--- src/rtl/fpm_pkg.sv ---
package fpm_pkg;
  typedef enum logic [1:0] {
    RND_NEAR_EVEN = 2'd0,
    RND_TO_POS    = 2'd1,
    RND_TO_NEG    = 2'd2,
    RND_TO_ZERO   = 2'd3
  } rnd_e;

  // Strobes from the sequencer to the datapath
  typedef struct packed {
    logic load;
    logic step;
    logic finish;
  } fpm_ctrl_s;
endpackage

--- src/rtl/fpm_ctrl.sv ---
module fpm_ctrl
  import fpm_pkg::*;
#(
  parameter int MANT_W = 24
) (
  input  logic      clk,
  input  logic      rst_n,
  input  logic      start,
  input  logic      opZero,
  output fpm_ctrl_s ctl,
  output logic      busy
);
  localparam int CNT_W = $clog2(MANT_W);
  localparam logic [CNT_W-1:0] LAST_STEP = CNT_W'(MANT_W - 1);

  typedef enum logic [1:0] {ST_IDLE, ST_MUL, ST_FIN} state_e;
  state_e state, stateNext;
  logic [CNT_W-1:0] stepCnt;

  always_comb begin
    stateNext  = state;
    ctl        = '0;
    unique case (state)
      ST_IDLE: if (start) begin
        ctl.load  = 1'b1;
        stateNext = opZero ? ST_FIN : ST_MUL;
      end
      ST_MUL: begin
        ctl.step = 1'b1;
        if (stepCnt == LAST_STEP) stateNext = ST_FIN;
      end
      ST_FIN: begin
        ctl.finish = 1'b1;
        stateNext  = ST_IDLE;
      end
      default: stateNext = ST_IDLE;
    endcase
  end

  always_ff @(posedge clk or negedge rst_n) begin
    if (!rst_n) begin
      state   <= ST_IDLE;
      stepCnt <= '0;
    end else begin
      state <= stateNext;
      if (ctl.load)      stepCnt <= '0;
      else if (ctl.step) stepCnt <= stepCnt + 1'b1;
    end
  end

  assign busy = (state != ST_IDLE);
endmodule

--- src/rtl/fpm_datapath.sv ---
module fpm_datapath
  import fpm_pkg::*;
#(
  parameter int EXP_W  = 8,
  parameter int FRAC_W = 23
) (
  input  logic                        clk,
  input  logic                        rst_n,
  input  fpm_ctrl_s                   ctl,
  input  logic [EXP_W+FRAC_W:0]       opA,
  input  logic [EXP_W+FRAC_W:0]       opB,
  input  logic [1:0]                  rndMode,
  output logic                        opZero,
  output logic [EXP_W+FRAC_W:0]       product,
  output logic                        ovfFlag,
  output logic                        unfFlag,
  output logic                        inexFlag,
  output logic                        done
);
  localparam int WORD_W  = 1 + EXP_W + FRAC_W;
  localparam int MANT_W  = FRAC_W + 1;
  localparam int PROD_W  = 2 * MANT_W;
  localparam int BIAS    = (1 << (EXP_W - 1)) - 1;
  localparam int EXP_TOP = (1 << EXP_W) - 1;

  logic [EXP_W-1:0] expA, expB;
  assign expA   = opA[WORD_W-2 -: EXP_W];
  assign expB   = opB[WORD_W-2 -: EXP_W];
  assign opZero = (expA == '0) || (expB == '0);

  // Latched operation state
  logic              signR, zeroR;
  logic [1:0]        modeR;
  logic [EXP_W:0]    expSumR;   // doubly biased sum
  logic [PROD_W-1:0] mcandW, acc;
  logic [MANT_W-1:0] mplier;

  always_ff @(posedge clk or negedge rst_n) begin
    if (!rst_n) begin
      signR <= 1'b0; zeroR <= 1'b0; modeR <= '0; expSumR <= '0;
      mcandW <= '0; acc <= '0; mplier <= '0;
    end else if (ctl.load) begin
      signR   <= opA[WORD_W-1] ^ opB[WORD_W-1];
      zeroR   <= opZero;
      modeR   <= rndMode;
      expSumR <= {1'b0, expA} + {1'b0, expB};
      mcandW  <= {{MANT_W{1'b0}}, 1'b1, opA[FRAC_W-1:0]};
      mplier  <= {1'b1, opB[FRAC_W-1:0]};
      acc     <= '0;
    end else if (ctl.step) begin
      if (mplier[0]) acc <= acc + mcandW;
      mcandW <= mcandW << 1;
      mplier <= mplier >> 1;
    end
  end

  // Normalize, then split off guard / round / sticky
  logic              hiBit, guardB, roundB, stickyB, lsb, anyLost, incr, carryOut;
  logic [MANT_W-1:0] keep, lowBits;
  logic [MANT_W:0]   mantSum;
  logic [FRAC_W-1:0] fracOut;
  int                expInt;

  always_comb begin
    hiBit   = acc[PROD_W-1];
    keep    = hiBit ? acc[PROD_W-1 -: MANT_W] : acc[PROD_W-2 -: MANT_W];
    lowBits = hiBit ? acc[MANT_W-1:0] : {acc[MANT_W-2:0], 1'b0};
    guardB  = lowBits[MANT_W-1];
    roundB  = lowBits[MANT_W-2];
    stickyB = |lowBits[MANT_W-3:0];
    lsb     = keep[0];
    anyLost = guardB | roundB | stickyB;
    unique case (rnd_e'(modeR))
      RND_NEAR_EVEN: incr = guardB & (roundB | stickyB | lsb);
      RND_TO_POS:    incr = ~signR & anyLost;
      RND_TO_NEG:    incr = signR & anyLost;
      default:       incr = 1'b0;
    endcase
    mantSum  = {1'b0, keep} + (MANT_W+1)'(incr);
    carryOut = mantSum[MANT_W];
    fracOut  = carryOut ? mantSum[FRAC_W:1] : mantSum[FRAC_W-1:0];
    expInt   = int'(expSumR) - BIAS + int'(hiBit) + int'(carryOut);
  end

  always_ff @(posedge clk or negedge rst_n) begin
    if (!rst_n) begin
      product <= '0; ovfFlag <= 1'b0; unfFlag <= 1'b0; inexFlag <= 1'b0; done <= 1'b0;
    end else begin
      done <= ctl.finish;
      if (ctl.finish) begin
        if (zeroR) begin
          product <= {signR, {(WORD_W-1){1'b0}}};
          {ovfFlag, unfFlag, inexFlag} <= 3'b000;
        end else if (expInt >= EXP_TOP) begin
          product <= {signR, {EXP_W{1'b1}}, {FRAC_W{1'b0}}};
          {ovfFlag, unfFlag, inexFlag} <= 3'b101;
        end else if (expInt <= 0) begin
          product <= {signR, {(WORD_W-1){1'b0}}};
          {ovfFlag, unfFlag, inexFlag} <= 3'b011;
        end else begin
          product <= {signR, expInt[EXP_W-1:0], fracOut};
          {ovfFlag, unfFlag, inexFlag} <= {2'b00, anyLost};
        end
      end
    end
  end
endmodule

--- src/rtl/fp_mul_unit.sv ---
module fp_mul_unit
  import fpm_pkg::*;
#(
  parameter int EXP_W  = 8,
  parameter int FRAC_W = 23
) (
  input  logic                  clk,
  input  logic                  rst_n,
  input  logic                  start,
  input  logic [EXP_W+FRAC_W:0] opA,
  input  logic [EXP_W+FRAC_W:0] opB,
  input  logic [1:0]            rndMode,
  output logic                  busy,
  output logic                  done,
  output logic [EXP_W+FRAC_W:0] product,
  output logic                  ovfFlag,
  output logic                  unfFlag,
  output logic                  inexFlag
);
  localparam int MANT_W = FRAC_W + 1;

  fpm_ctrl_s ctl;
  logic      opZero;

  fpm_ctrl #(.MANT_W(MANT_W)) u_ctrl (
    .clk(clk), .rst_n(rst_n), .start(start), .opZero(opZero),
    .ctl(ctl), .busy(busy)
  );

  fpm_datapath #(.EXP_W(EXP_W), .FRAC_W(FRAC_W)) u_dp (
    .clk(clk), .rst_n(rst_n), .ctl(ctl), .opA(opA), .opB(opB),
    .rndMode(rndMode), .opZero(opZero), .product(product),
    .ovfFlag(ovfFlag), .unfFlag(unfFlag), .inexFlag(inexFlag), .done(done)
  );
endmodule

--- config.mk ---
export PLATFORM = sky130hd
export DESIGN_NAME = fp_mul_unit
export DESIGN_NICKNAME = d
export VERILOG_FILES = /design/src/rtl/fpm_pkg.sv /design/src/rtl/fpm_ctrl.sv /design/src/rtl/fpm_datapath.sv /design/src/rtl/fp_mul_unit.sv
export SDC_FILE = /design/constraint.sdc
export NUM_CORES = 1
export LEC_CHECK = 0
export BUFFER_PORTS_ARGS = -buffer_cell sky130_fd_sc_hd__buf_2
export CAP_MARGIN = 5
export CORE_MARGIN = 1.5
export CORE_UTILIZATION = 50
export DETAILED_ROUTE_END_ITERATION = 8
export MAX_ROUTING_LAYER = met4
export PLACE_DENSITY = 0.74
export REMOVE_ABC_BUFFERS = 1
export SLEW_MARGIN = 30
export SYNTH_ARGS = -nofsm -noshare
export SYNTH_HDL_FRONTEND = slang
export SYNTH_SLANG_ARGS = --single-unit
--- constraint.sdc ---
create_clock -name clk -period 10.3 [get_ports clk]
set_input_delay 3.09 -clock clk [delete_from_list [all_inputs] [get_ports clk]]
set_output_delay 3.09 -clock clk [all_outputs]
set_load 0.01 [all_outputs]
==> impl_metrics.ini <==
[clocking]
cts_hold_repair.buffers = 0
clockBufferDepth = 2
clk-insertion-delay-late_ps = 440
tritoncts.num_buffers = 17
cts_post_setup_buffers_inserted = 0
cts.root.buffer_cell = clkbuf_16
clk_pin_slew_worst_paths_ps = 70
clock_h_tree_levels = 4
cts_tree = done
ctsResizeCount = 0
clkSinkCount = 176

[synthesis]
syn_inst = 1408
ys_seq_area_share_pct = 37.3
yosys.area.top_type_share_pct = 37.3
yosys_warnings = 0
postSynth.topFlopCell = dfrtp_1
synth_cell_types = 79
netlist_area_um2 = 11800
yosys.cell_count.top_type = nand2_1
syn_avg_cell_area_um2 = 8.38
ys_seq_elements = 176
netlist.top_cell.by_area = dfrtp_1
synth_top_cells_by_area = dfrtp_1 37%, nand2_1 9.9%, ha_1 7.5%
synthTopCellsByCount = 311 x nand2_1, 176 x dfrtp_1, 132 x o21ai_0, 77 x nor2_1, 71 x ha_1
async_reset_ff_share_pct = 100
post_synth_edffs = 0

[min_path]
hold-path-endpoint = u_dp.product[8]$_DFFE_PN0P_
worstHoldPathType = flop to flop
worstHoldStart = u_dp.product[8]$_DFFE_PN0P_
hold_path_depth = 2

[place]
numPortBuffers = 105
routabilityCongestion = 0.955
dpl.hpwl_um = 21500

[floorplanning]
effective_utilization_at_floorplan_pct = 50.6
num_io_pins = 106
rows = 56
die_w_um = 157
die-height_um = 157
design.core.area_um2 = 23300
design.die.area_um2 = 24500

[grt]
antenna_violations_before_repair = 0
total_grt_overflow = 0
global_route.usage.total_pct = 25.8
vias_in_the_first_global_route = 9809
grt_start_max_net_pins = 107
grt_pass1_wl_um = 49400

[timing]
report.final.setup_viol = 0
relSlewSlack_pct = 34.3
rsz_0062_raised_after_global_routing = no
worst-slew-pin-transition_ps = 984
timing.final.hold_violations = 0
finalMaxSlewViolations = 0
timing.clock.skew_ps = 14.6
post-route-period-util_pct = 71.9
fin_setup_tns_ps = 0
final_period_minus_worst_setup_slack_ps = 7410
fmaxAchievable_mhz = 135

[worst_setup_path]
cp_data_arrival_time_ps = 7770
critPathMaxStageDelay_ps = 600
crit_path_kind = flop to flop
timing.critical_path.fanout_max = 49
critPathRequiredTime_ps = 10660
slowest_stage = or4b_2
r2r-end = u_dp.unfFlag$_DFFE_PN0P_
reg2reg_depth = 29
worst-r2r-setup-slack_ps = 2890
r2r_start = u_dp.acc[47]$_DFFE_PN0P_
critPathCaptureType = flop
type_of_element_launching_the_critical_path = flop
crit_path_frequent_cell = ha_1

[route]
detailedRoute.firstPassIterationCount = 5
wl_um = 29400
drtIter0Drc = 671
routed_wire_length_per_instance_um = 16.3
final_antenna_net_count = 0
vias = 10400
drt_drc_violations_left = 0
vias_per_cell = 5.77

[pwr]
leakage_nw = 6.10
switching_power_w = 0.00179
power.ir.vdd_worst_mv = 0.144
power.internal_w = 0.00204
p_per_area_nw_per_um2 = 291
p_comb_share_pct = 51.2
netSwitchingFraction_pct = 46.7
p_seq_share_pct = 32.2
clock_power_share_pct = 16.5

[status]
outcome = finished clean

[cells_and_area]
area_delta_synth_final_pct = 11.1
filler_cell_count = 2157
layout.core_utilization_pct = 56.2
finish.net_count = 1609
antennaDiodeCount = 0
drive_above_1_share_pct = 12.3

[flow_run]
timing.max_cap.violations = 0
## kinds of logic (layout without fill, tap and decap cells)
| group | Yosys count | count (layout) | synth area share, % |
|---|---|---|---|
| AO/OA/AOI/OAI | 405 | 405 | 22.5 |
| XOR/XNOR | 86 | 86 | 6.38 |
| adder cells (fa/ha/maj) | 73 | 73 | 7.86 |
| buffers and inverters | 104 | 176 | 3.46 |
| flip-flops | 176 | 176 | 37.3 |
| multiplexers | 23 | 23 | 2.01 |
| AND/OR/NAND/NOR | 541 | 541 | 20.5 |
## sequential cells by signal (all words and copies together), names as in the netlist
name            cells
u_dp.unfFlag        1
u_dp.ovfFlag        1
u_dp.expSumR        9
u_dp.inexFlag       1
u_dp.mcandW        48
u_dp.signR          1
u_ctrl.stepCnt      5
u_dp.mplier        24
u_dp.zeroR          1
u_dp.product       32
u_dp.done           1
u_dp.acc           48
u_ctrl.state        2
u_dp.modeR          2
## worst max-delay path: cells and delay by family (launching register included)
family	cells	cell delay (ps)
AND/OR/NAND/NOR	13	3800
adder cells (fa/ha/maj)	5	1180
XOR/XNOR	1	180
AO/OA/AOI/OAI	8	1280
flip-flops	1	340
buffers and inverters	2	520
## layout by cell type (no fill, tap or decap), drive strengths merged, types with 6 or more instances in the layout
cell type	netlist	routed
a211oi	11	11
a21boi	9	9
a21o	22	22
a21oi	69	69
a22o	13	13
a22oi	49	49
a31oi	9	9
and2	8	8
and3	11	11
buf	7	114
clkbuf	68	19
dfrtp	176	176
ha	71	71
inv	29	36
mux2	6	6
mux2i	17	17
nand2	311	311
nand2b	9	9
nand3	43	43
nand4	18	18
nor2	78	78
nor2b	6	6
nor3	20	20
nor4	14	14
o21a	12	12
o21ai	142	142
o21bai	14	14
o31ai	9	9
xnor2	46	46
xor2	40	40
## metal layers
layer | part of all wire, % | GRT usage, % | up-vias
met5 | 0 | - | -
met2 | 47 | 41.2 | 247
met1 | 48 | 35.0 | 4949
met3 | 3.8 | 3.57 | 27
met4 | 1.2 | 5.67 | 0
li1 | - | - | 5154
## power by group through the flow
stage / sequential [W] / combinational, W / clock, W
after global placement: 0.00123 / 0.00190 / 0
after detailed placement: 0.00124 / 0.00193 / 0
after floorplan: 0.00116 / 0.00147 / 0
after global routing: 0.00127 / 0.00221 / 0.000673
after CTS: 0.00123 / 0.00194 / 0.000645
final: 0.00123 / 0.00196 / 0.000631
## cell type report
cell class	count	area (um^2)	area share (%)
tap	319	399	3.04
sequential	176	4410	33.6
clock buffer	18	439	3.35
timing repair buffer	115	613	4.67
multi-input combinational	1128	7010	53.4
inverter	29	109	0.830
clock inverter	14	143	1.09
## through the flow
| stage | setup slack, ps | total power, W | hold WS, ps | instances | instance area, um^2 |
|---|---|---|---|---|---|
| after floorplan | 3370 | 0.00263 | 447 | 1333 | 11500 |
| after global placement | 3120 | 0.00313 | 457 | 1767 | 12500 |
| after detailed placement | 2920 | 0.00317 | 461 | 1767 | 12500 |
| after CTS | 2900 | 0.00382 | 476 | 1799 | 13100 |
| after global routing | 2160 | 0.00415 | 504 | 1799 | 13100 |
| final | 2890 | 0.00382 | 472 | 1799 | 13100 |
## worst max-delay path by stage
stage / from / end / slack (ps) / cells after the start
6_report: u_dp.acc[47]$_DFFE_PN0P_ / u_dp.unfFlag$_DFFE_PN0P_ / 2890 / 29
5_1_grt: u_dp.acc[47]$_DFFE_PN0P_ / u_dp.unfFlag$_DFFE_PN0P_ / 2160 / 29
4_1_cts: u_dp.acc[47]$_DFFE_PN0P_ / u_dp.unfFlag$_DFFE_PN0P_ / 2900 / 29
3_5_place_dp: u_dp.acc[47]$_DFFE_PN0P_ / u_dp.unfFlag$_DFFE_PN0P_ / 2920 / 29
3_3_place_gp: u_dp.acc[47]$_DFFE_PN0P_ / u_dp.product[27]$_DFFE_PN0P_ / 3120 / 29
2_1_floorplan: u_dp.acc[47]$_DFFE_PN0P_ / u_dp.unfFlag$_DFFE_PN0P_ / 3370 / 28
(Power assumes the default switching activity.)
